$ cat src/rtl/dbg_tx_pkg.sv
package dbg_tx_pkg;
  localparam int unsigned DATA_W  = 8;
  localparam int unsigned BIT_W   = $clog2(DATA_W);
  localparam int unsigned FRAME_W = DATA_W + 2;  // start + data + stop

  typedef enum logic [1:0] {
    ROLE_IDLE  = 2'd0,
    ROLE_START = 2'd1,
    ROLE_DATA  = 2'd2,
    ROLE_STOP  = 2'd3
  } slot_role_e;
endpackage

$ cat src/rtl/dbg_slot_seq.sv
module dbg_slot_seq
  import dbg_tx_pkg::*;
#(
  parameter int unsigned NUM_WORDS  = 4,
  parameter int unsigned SLOT_LIMIT = 59,
  parameter int unsigned WIDX_W     = 2
) (
  input  logic              clk_i,
  input  logic              rst_ni,
  input  logic              bit_en_i,
  output slot_role_e        role_o,
  output logic [WIDX_W-1:0] widx_o,
  output logic [BIT_W-1:0]  bit_o,
  output logic              load_o
);
  localparam int unsigned CNT_W = $clog2(SLOT_LIMIT + 1);
  localparam logic [CNT_W-1:0]  LIMIT_C  = CNT_W'(SLOT_LIMIT);
  localparam logic [WIDX_W-1:0] LAST_W   = WIDX_W'(NUM_WORDS - 1);
  localparam logic [BIT_W-1:0]  LAST_BIT = BIT_W'(DATA_W - 1);

  logic [CNT_W-1:0]  cnt_q;
  slot_role_e        role_q;
  logic [WIDX_W-1:0] widx_q;
  logic [BIT_W-1:0]  bit_q;
  logic              at_limit;

  assign at_limit = (cnt_q == LIMIT_C);
  assign load_o   = bit_en_i & at_limit;

  // reset parks the counter on its last slot so the line idles until a strobe
  always_ff @(posedge clk_i or negedge rst_ni) begin
    if (!rst_ni) begin
      cnt_q  <= LIMIT_C;
      role_q <= ROLE_IDLE;
      widx_q <= '0;
      bit_q  <= '0;
    end else if (bit_en_i) begin
      if (at_limit) begin
        cnt_q  <= '0;
        role_q <= ROLE_START;
        widx_q <= '0;
        bit_q  <= '0;
      end else begin
        cnt_q <= cnt_q + CNT_W'(1);
        case (role_q)
          ROLE_START: begin
            role_q <= ROLE_DATA;
            bit_q  <= '0;
          end
          ROLE_DATA: begin
            if (bit_q == LAST_BIT) role_q <= ROLE_STOP;
            else                   bit_q  <= bit_q + BIT_W'(1);
          end
          ROLE_STOP: begin
            if (widx_q == LAST_W) begin
              role_q <= ROLE_IDLE;
            end else begin
              role_q <= ROLE_START;
              widx_q <= widx_q + WIDX_W'(1);
            end
          end
          default: ;
        endcase
      end
    end
  end

  assign role_o = role_q;
  assign widx_o = widx_q;
  assign bit_o  = bit_q;
endmodule

$ cat src/rtl/dbg_word_hold.sv
module dbg_word_hold
  import dbg_tx_pkg::*;
#(
  parameter int unsigned NUM_WORDS = 4
) (
  input  logic                        clk_i,
  input  logic                        rst_ni,
  input  logic                        load_i,
  input  logic [NUM_WORDS*DATA_W-1:0] words_i,
  output logic [NUM_WORDS*DATA_W-1:0] words_o
);
  logic [NUM_WORDS*DATA_W-1:0] shadow_q;

  always_ff @(posedge clk_i or negedge rst_ni) begin
    if (!rst_ni)     shadow_q <= '0;
    else if (load_i) shadow_q <= words_i;
  end

  assign words_o = shadow_q;
endmodule

$ cat src/rtl/dbg_bit_sel.sv
module dbg_bit_sel
  import dbg_tx_pkg::*;
#(
  parameter int unsigned NUM_WORDS = 4,
  parameter int unsigned WIDX_W    = 2
) (
  input  slot_role_e                  role_i,
  input  logic [WIDX_W-1:0]           widx_i,
  input  logic [BIT_W-1:0]            bit_i,
  input  logic [NUM_WORDS*DATA_W-1:0] words_i,
  output logic                        tx_o,
  output logic                        busy_o
);
  logic [DATA_W-1:0] word_arr [NUM_WORDS];
  logic [DATA_W-1:0] word_sel;

  for (genvar k = 0; k < NUM_WORDS; k++) begin : g_split
    assign word_arr[k] = words_i[k*DATA_W +: DATA_W];
  end

  assign word_sel = word_arr[widx_i];

  always_comb begin
    case (role_i)
      ROLE_START: tx_o = 1'b0;
      ROLE_DATA:  tx_o = word_sel[bit_i];
      default:    tx_o = 1'b1;
    endcase
  end

  assign busy_o = (role_i != ROLE_IDLE);
endmodule

$ cat src/rtl/dbg_frame_tx.sv
module dbg_frame_tx
  import dbg_tx_pkg::*;
#(
  parameter int unsigned NUM_WORDS  = 4,
  parameter int unsigned SLOT_LIMIT = 59
) (
  input  logic                        clk_i,
  input  logic                        rst_ni,
  input  logic                        bit_en_i,
  input  logic [NUM_WORDS*DATA_W-1:0] words_i,
  output logic                        tx_o,
  output logic                        busy_o
);
  localparam int unsigned WIDX_W = (NUM_WORDS > 1) ? $clog2(NUM_WORDS) : 1;

  slot_role_e                  role;
  logic [WIDX_W-1:0]           widx;
  logic [BIT_W-1:0]            bit_idx;
  logic                        load;
  logic [NUM_WORDS*DATA_W-1:0] held;

  dbg_slot_seq #(
    .NUM_WORDS (NUM_WORDS),
    .SLOT_LIMIT(SLOT_LIMIT),
    .WIDX_W    (WIDX_W)
  ) u_seq (
    .clk_i   (clk_i),
    .rst_ni  (rst_ni),
    .bit_en_i(bit_en_i),
    .role_o  (role),
    .widx_o  (widx),
    .bit_o   (bit_idx),
    .load_o  (load)
  );

  dbg_word_hold #(
    .NUM_WORDS(NUM_WORDS)
  ) u_hold (
    .clk_i  (clk_i),
    .rst_ni (rst_ni),
    .load_i (load),
    .words_i(words_i),
    .words_o(held)
  );

  dbg_bit_sel #(
    .NUM_WORDS(NUM_WORDS),
    .WIDX_W   (WIDX_W)
  ) u_sel (
    .role_i (role),
    .widx_i (widx),
    .bit_i  (bit_idx),
    .words_i(held),
    .tx_o   (tx_o),
    .busy_o (busy_o)
  );
endmodule

$ cat config.mk
export PLATFORM = sky130hd
export DESIGN_NAME = dbg_frame_tx
export DESIGN_NICKNAME = d
export VERILOG_FILES = /design/src/rtl/dbg_tx_pkg.sv /design/src/rtl/dbg_slot_seq.sv /design/src/rtl/dbg_word_hold.sv /design/src/rtl/dbg_bit_sel.sv /design/src/rtl/dbg_frame_tx.sv
export SDC_FILE = /design/constraint.sdc
export NUM_CORES = 1
export LEC_CHECK = 0
export ABC_CLOCK_PERIOD_IN_PS = 6000
export CAP_MARGIN = 20
export CORE_MARGIN = 10
export CORE_UTILIZATION = 37
export DETAILED_ROUTE_END_ITERATION = 10
export DONT_BUFFER_PORTS = 1
export GPL_ROUTABILITY_DRIVEN = 0
export HOLD_SLACK_MARGIN = 0.08
export SYNTH_ARGS = -nofsm -noshare
export SYNTH_HDL_FRONTEND = slang
export SYNTH_SLANG_ARGS = --single-unit
$ cat constraint.sdc
create_clock -name clk_i -period 6 [get_ports clk_i]
set_input_delay 1.2 -clock clk_i [delete_from_list [all_inputs] [get_ports clk_i]]
set_output_delay 1.2 -clock clk_i [all_outputs]
set_load 0.02 [all_outputs]
==> flow_summary.json, run 1 <==
{
  "grt-busiest-layer": "met2",
  "crit_arrival_ns": 2.31,
  "slew_violations": 0,
  "gr-total-overflow": 0,
  "p_leak_nw": 1.143,
  "crit_fanout": 11,
  "synth_seq_cells": 45,
  "drive_above_1_share": 0.1402,
  "holdWs_ns": 0.4911,
  "cts_tree": "built",
  "relSlewSlack": 0.5201,
  "rsz0062_at_grt": "no",
  "max_cap_violations": 0,
  "clkPwrFrac": 0.208,
  "synth_top_area_frac": 0.4502,
  "dieArea_sq_um": 9510,
  "post_cts_resized": 0,
  "sequentialPowerShare": 0.527,
  "core_area_sq_um": 5886,
  "async_reset_ff_frac": 1.000,
  "worst-setup-path-type": "reg -> out",
  "antenna_found_initial": 3,
  "grt_max_degree": 46,
  "drc_errors": 0,
  "post-route-util": 0.4028,
  "num_rows": 28,
  "synthFlopType": "dfrtp_1",
  "ant_nets": 0,
  "port_buffers": 0,
  "yosysWarnings": 0,
  "start_kind": "flip-flop",
  "finalHoldViolCount": 0,
  "die_y_microns": 97.52,
  "min_path_type": "reg -> reg",
  "yosys-top-cells-count": "dfrtp_1, mux2_1, ha_1",
  "dp_hpwl_microns": 3221,
  "tns_ns": 0,
  "ctsLongestPathBuffers": 2,
  "wl_microns": 4163,
  "yosysSeqAreaShare": 0.5093,
  "status": "finished clean",
  "p_per_area_nw_per_um2": 355.1,
  "htreeDepth": 2,
  "syn-cell-area_sq_um": 2223,
  "synth.area.top_cells": "dfrtp_1, mux2_1, dfstp_2",
  "initial_core_util": 0.3778,
  "final.period_utilization": 0.5845,
  "required_ns": 4.80,
  "comb_power_share": 0.265,
  "tightest_slew_ns": 0.7181,
  "num_vias": 1268,
  "synthCells": 161,
  "pin_count": 37,
  "met2_usage": 0.1477,
  "root_buffer": "clkbuf_8",
  "clock_skew_ns": 0.009102,
  "grt_pass1_vias": 1419,
  "met3_usage": 0.05405,
  "max_freq_mhz": 285.2,
  "die_w_microns": 97.52,
  "synth_cell_type_count": 40,
  "clk_pin_slew_worst_paths_ns": 0.08,
  "grt_pass1_wl_microns": 7017,
  "grtUsageMet1": 0.08992,
  "synth_most_common_cell": "dfrtp_1",
  "sw_frac_of_total": 0.3246,
  "clock-sinks": 45,
  "nets": 206,
  "cts_setup_buffers": 0,
  "drt-initial-drc-count": 48,
  "dr.pass1.iters": 4,
  "wl_per_cell_microns": 17.20,
  "synth_edf_count": 0,
  "finalSetupViolations": 0,
  "cts-hold-fix-buffers": 0,
  "finalCriticalPeriod_ns": 3.507,
  "irDropWorstVdd_uv": 181.8,
  "track_usage": 0.08931,
  "cts_buffers": 5,
  "vias_per_cell": 5.240,
  "syn_nets": 204,
  "synth_area_per_cell_sq_um": 13.81,
  "end_kind": "output port",
  "synth_top_cell_by_area": "dfrtp_1",
  "syn_to_final_growth_pct": 6.640,
  "intPower_w": 0.0005687,
  "p_sw_w": 0.0002733,
  "clkLatencyLatePin_ns": 0.30
}
power by group through the flow:
stage,clock (W),combinational (W),sequential (W)
floorplan,0,0.000222,0.000407
global placement,0,0.000213,0.000444
detailed placement,0,0.000224,0.000451
CTS,0.000182,0.000226,0.000445
global route,0.000197,0.000254,0.000456
finish,0.000175,0.000223,0.000444
metal layers:
layer,wire (microns),part of all wire
met5,0,0
met4,59,0.014
met1,1635,0.39
met3,392,0.094
met2,2075,0.50
path summary, 6_finish.rpt:
check | start | to | slack, ns | depth (start not counted)
min in group asynchronous | rst_ni | u_seq.role_o[0] | 0.59 | 0
max in group asynchronous | rst_ni | u_seq.cnt_q[1] | 5.24 | 0
min | u_hold.words_o[21] | u_hold.words_o[21] | 0.49 | 1
min reg2reg | u_hold.words_o[21] | u_hold.words_o[21] | 0.49 | 1
max reg2reg | u_seq.cnt_q[0] | u_hold.words_o[23] | 3.40 | 6
max | u_seq.widx_o[0] | tx_o | 2.49 | 5
worst max-delay path, cell delays in order (launching register included):
cell	delay, ns
dfrtp_1	0.63
mux4_1	0.61
mux2_2	0.29
nor4b_2	0.21
a2111oi_1	0.10
buf_4	0.17
cell families after synthesis:
logic type               count (synthesis)  synth area share
adder cells (fa/ha/maj)                  8           0.04502
XOR/XNOR                                 2          0.007880
buffers and inverters                   10           0.02813
AND/OR/NAND/NOR                         29           0.07653
multiplexers                            46            0.2690
AO/OA/AOI/OAI                           21           0.06415
flip-flops                              45            0.5093
flip-flops by register name, summed over array words and instances (netlist names):
name / count
u_hold.words_o: 32
u_seq.cnt_q: 6
u_seq.bit_o: 3
u_seq.role_o: 2
u_seq.widx_o: 2
layout by cell type, fill, tap and decap left out, drive strengths merged, types with 2 or more instances in the layout:
| master | Yosys | layout |
|---|---|---|
| o21ai | 5 | 5 |
| a21o | 2 | 2 |
| dfrtp | 40 | 40 |
| or2 | 2 | 2 |
| diode | 0 | 3 |
| clkinv | 0 | 2 |
| dfstp | 5 | 5 |
| a21oi | 5 | 5 |
| inv | 3 | 3 |
| mux4 | 7 | 7 |
| buf | 5 | 2 |
| nor2b | 5 | 5 |
| a32o | 3 | 3 |
| nand4 | 3 | 3 |
| nand2b | 2 | 2 |
| clkbuf | 2 | 6 |
| ha | 8 | 8 |
| nand2 | 6 | 6 |
| nor2 | 4 | 4 |
| mux2i | 5 | 5 |
| nor3 | 2 | 2 |
| mux2 | 34 | 34 |
cell type report:
| cell class | instances | area [sq um] |
|---|---|---|
| Timing Repair Buffer | 2 | 15.01 |
| Fill cell | 562 | 3515 |
| Multi-Input combinational cell | 106 | 1028 |
| Inverter | 3 | 11.26 |
| Sequential cell | 45 | 1132 |
| Antenna cell | 3 | 7.507 |
| Clock inverter | 2 | 10.01 |
| Tap cell | 75 | 93.84 |
| Clock buffer | 6 | 72.57 |
through the flow:
step	total power (W)	instances	setup slack, ns	instance area [sq um]
2_1_floorplan	0.0006290	161	2.859	2223
3_3_place_gp	0.0006575	231	2.851	2281
3_5_place_dp	0.0006749	231	2.825	2281
4_1_cts	0.0008536	239	2.468	2364
5_1_grt	0.0009068	242	2.375	2371
6_report	0.0008419	242	2.493	2371
Power figures use the tool's default switching activity.
==> run 2, diff against run 1 <==
- ABC_AREA: unset -> 1
- ABC_CLOCK_PERIOD_IN_PS: 6000 -> 3300
- clock period: 6 -> 3.3 ns (I/O delays scaled with it)
==> run 2 against run 1 <==
Compared with the run above:
- die area up 3.3%
- via count up 41%
- global-route usage up 1.6 points
- register-to-register slack worse by 2.2 ns
- sequential power up 140%
- final cell count up 52%
- utilization up 0.38 points
- clock power up 110%
- total power rose to 2.6 times the previous value
- non-clock buffer count down 1
- synthesized cell count up 83%
- clock skew up 0.0049 ns
==> flow_summary.json, run 2 <==
{
  "status": "finished clean",
  "synthCells": 295,
  "dp_hpwl_microns": 3535,
  "largest_reg_flops": 32,
  "min_path_type": "in -> async",
  "synth_xor_area_frac": 0.003782,
  "num_vias": 1791,
  "htreeDepth": 2,
  "ant_nets": 0,
  "synthAdderAreaFrac": 0.04322,
  "synthFlopType": "dfrtp_1",
  "wl_per_cell_microns": 13.59,
  "yosysWarnings": 0,
  "tightest_slew_ns": 0.5241,
  "synth_area_per_cell_sq_um": 7.851,
  "grt_pass1_vias": 1818,
  "antenna_found_initial": 0,
  "finalHoldViolCount": 0,
  "synth_top_cell_by_area": "dfrtp_1",
  "synthMuxAreaShare": 0,
  "synth.area.top_cells": "dfrtp_1, nand2_1, nand3_1",
  "diodes": 0,
  "layout_commonest_cell": "nand2_1",
  "final_cell_mix": "nand2_1, dfrtp_1, nand3_1",
  "dr.pass1.iters": 4,
  "end_kind": "output port",
  "relSlewSlack": 0.6506,
  "die_w_microns": 99.12,
  "nets": 335,
  "port_buffers": 0,
  "drt-initial-drc-count": 75,
  "drc_errors": 0,
  "synth-compound-area-share": 0.03728,
  "num_rows": 28,
  "wl_microns": 5000,
  "rsz0062_at_grt": "no",
  "vias_per_cell": 4.867,
  "syn_to_final_growth_pct": 5.187,
  "cts_setup_buffers": 0,
  "grt_max_degree": 41,
  "clk_pin_slew_worst_paths_ns": 0.09,
  "synth_top_area_frac": 0.4322,
  "max_freq_mhz": 382.8,
  "ctsLongestPathBuffers": 2,
  "irDropWorstVdd_uv": 327.8,
  "final_cell_area_sq_um": 2436,
  "slew_violations": 0,
  "yosysSeqAreaShare": 0.4889,
  "track_usage": 0.1052,
  "dieArea_sq_um": 9824,
  "clkLatencyLatePin_ns": 0.30,
  "die_y_microns": 99.12,
  "async_reset_ff_frac": 1.000,
  "yosys-top-cells-count": "nand2_1, dfrtp_1, nand3_1",
  "final.period_utilization": 0.7916,
  "core_area_sq_um": 5991,
  "synth_most_common_cell": "nand2_1",
  "max_cap_violations": 0,
  "grt_pass1_wl_microns": 8604,
  "tns_ns": 0,
  "placed_cell_area_sq_um": 2320,
  "root_buffer": "clkbuf_8",
  "clock_skew_ns": 0.01399,
  "required_ns": 2.64,
  "finalSetupViolations": 0,
  "drive_above_1_share": 0.07509,
  "initial_core_util": 0.3866,
  "clock-sinks": 45,
  "crit_fanout": 18,
  "synth_edf_count": 0,
  "synth_cell_type_count": 26,
  "p_per_area_nw_per_um2": 892.3,
  "crit_arrival_ns": 1.95,
  "synthSimpleGateAreaFrac": 0.3560,
  "gr-total-overflow": 0,
  "p_leak_nw": 1.267,
  "start_kind": "flip-flop",
  "cts_tree": "built",
  "synth_seq_cells": 45,
  "synth_top_family_by_area": "simple AND/OR/NAND/NOR gates",
  "pin_count": 37,
  "syn-cell-area_sq_um": 2316,
  "worst-setup-path-type": "reg -> out",
  "syn_nets": 338,
  "cts_buffers": 5,
  "finalCriticalPeriod_ns": 2.612
}
## run 2: changes by cell type in the layout (fill, tap and decap cells not counted), moves of 3 or more
cell     change
nand3_1     +35
nand4_1      -3
nor2b_1      -5
nand2_1    +141
mux4_2       -5
mux2i_1      -5
o21ai_0      +3
inv_1       +12
a32o_1       -3
mux2_1      -32
diode_2      -3
## run 2: through the flow
stage	std cells	setup WS, ns	util	hold WS [ns]	power (W)
final	368	0.6879	0.4066	0.1874	0.002174
after global routing	368	0.4335	0.4066	0.1733	0.002405
after CTS	368	0.6716	0.4066	0.1863	0.002204
after detailed placement	359	1.009	0.3872	0.3658	0.001820
after global placement	359	1.061	0.3872	0.3660	0.001799
after floorplan	295	1.345	-	0.3644	0.001659
## run 2: worst max-delay path, cell delays in order (launching register included)
cell and delay [ns]:
dfrtp_1 0.68, inv_2 0.25, nand2_1 0.12, nand3_1 0.07, nand3_1 0.08, nand2_1 0.06
nand2_1 0.06, nand3_1 0.07, nand3_1 0.09, nand2_1 0.16
## run 2: layer usage
layer  vias up  global-route usage  wire, microns
met5         -                   0              0
met1       826              0.1328           2429
li1        922                   -              -
met4         0             0.03638             85
met2        35              0.1653           2205
met3         8             0.03322            280
## run 2: logic make-up (layout without fill, tap and decap cells)
logic type      count (synthesis)  count (layout)
compound gates                 16              16
xor+xnor                        1               1
fa+ha+maj                       8               8
buf+inv                        30              28
flops                          45              45
simple gates                  195             195
## run 2: area by class of cell
type | instances | area (sq um)
Multi-Input combinational cell | 220 | 1020
Sequential cell | 45 | 1132
Timing Repair Buffer | 1 | 20.02
Tap cell | 75 | 93.84
Fill cell | 639 | 3555
Clock inverter | 2 | 13.76
Clock buffer | 6 | 82.58
Inverter | 19 | 73.82
## run 2: what timing repair did
item                      CTS  global route
hold buffers                1             0
hold endpoints to repair   40             0
gates resized for setup     0             0
## run 2: final timing paths
path | endpoint | cells past startpoint | start | slack, ns
max | tx_o | 9 | u_seq.widx_o[0] | 0.69
min | u_hold.words_o[8] | 1 | rst_ni | 0.19
max reg2reg | u_seq.bit_o[2] | 7 | u_seq.cnt_q[0] | 1.25
min reg2reg | u_hold.words_o[12] | 2 | u_hold.words_o[12] | 0.48
max in group asynchronous | u_seq.role_o[0] | 1 | rst_ni | 2.90
min in group clk_i | u_seq.cnt_q[0] | 1 | bit_en_i | 0.41
## run 2: where the power goes
| part | switching [W] | leakage (nW) | total, W | internal [W] |
|---|---|---|---|---|
| logic | 0.000460 | 0.654 | 0.000752 | 0.000292 |
| registers | 0.000228 | 0.562 | 0.00106 | 0.000833 |
| clock network | 0.000191 | 0.0512 | 0.000361 | 0.000170 |
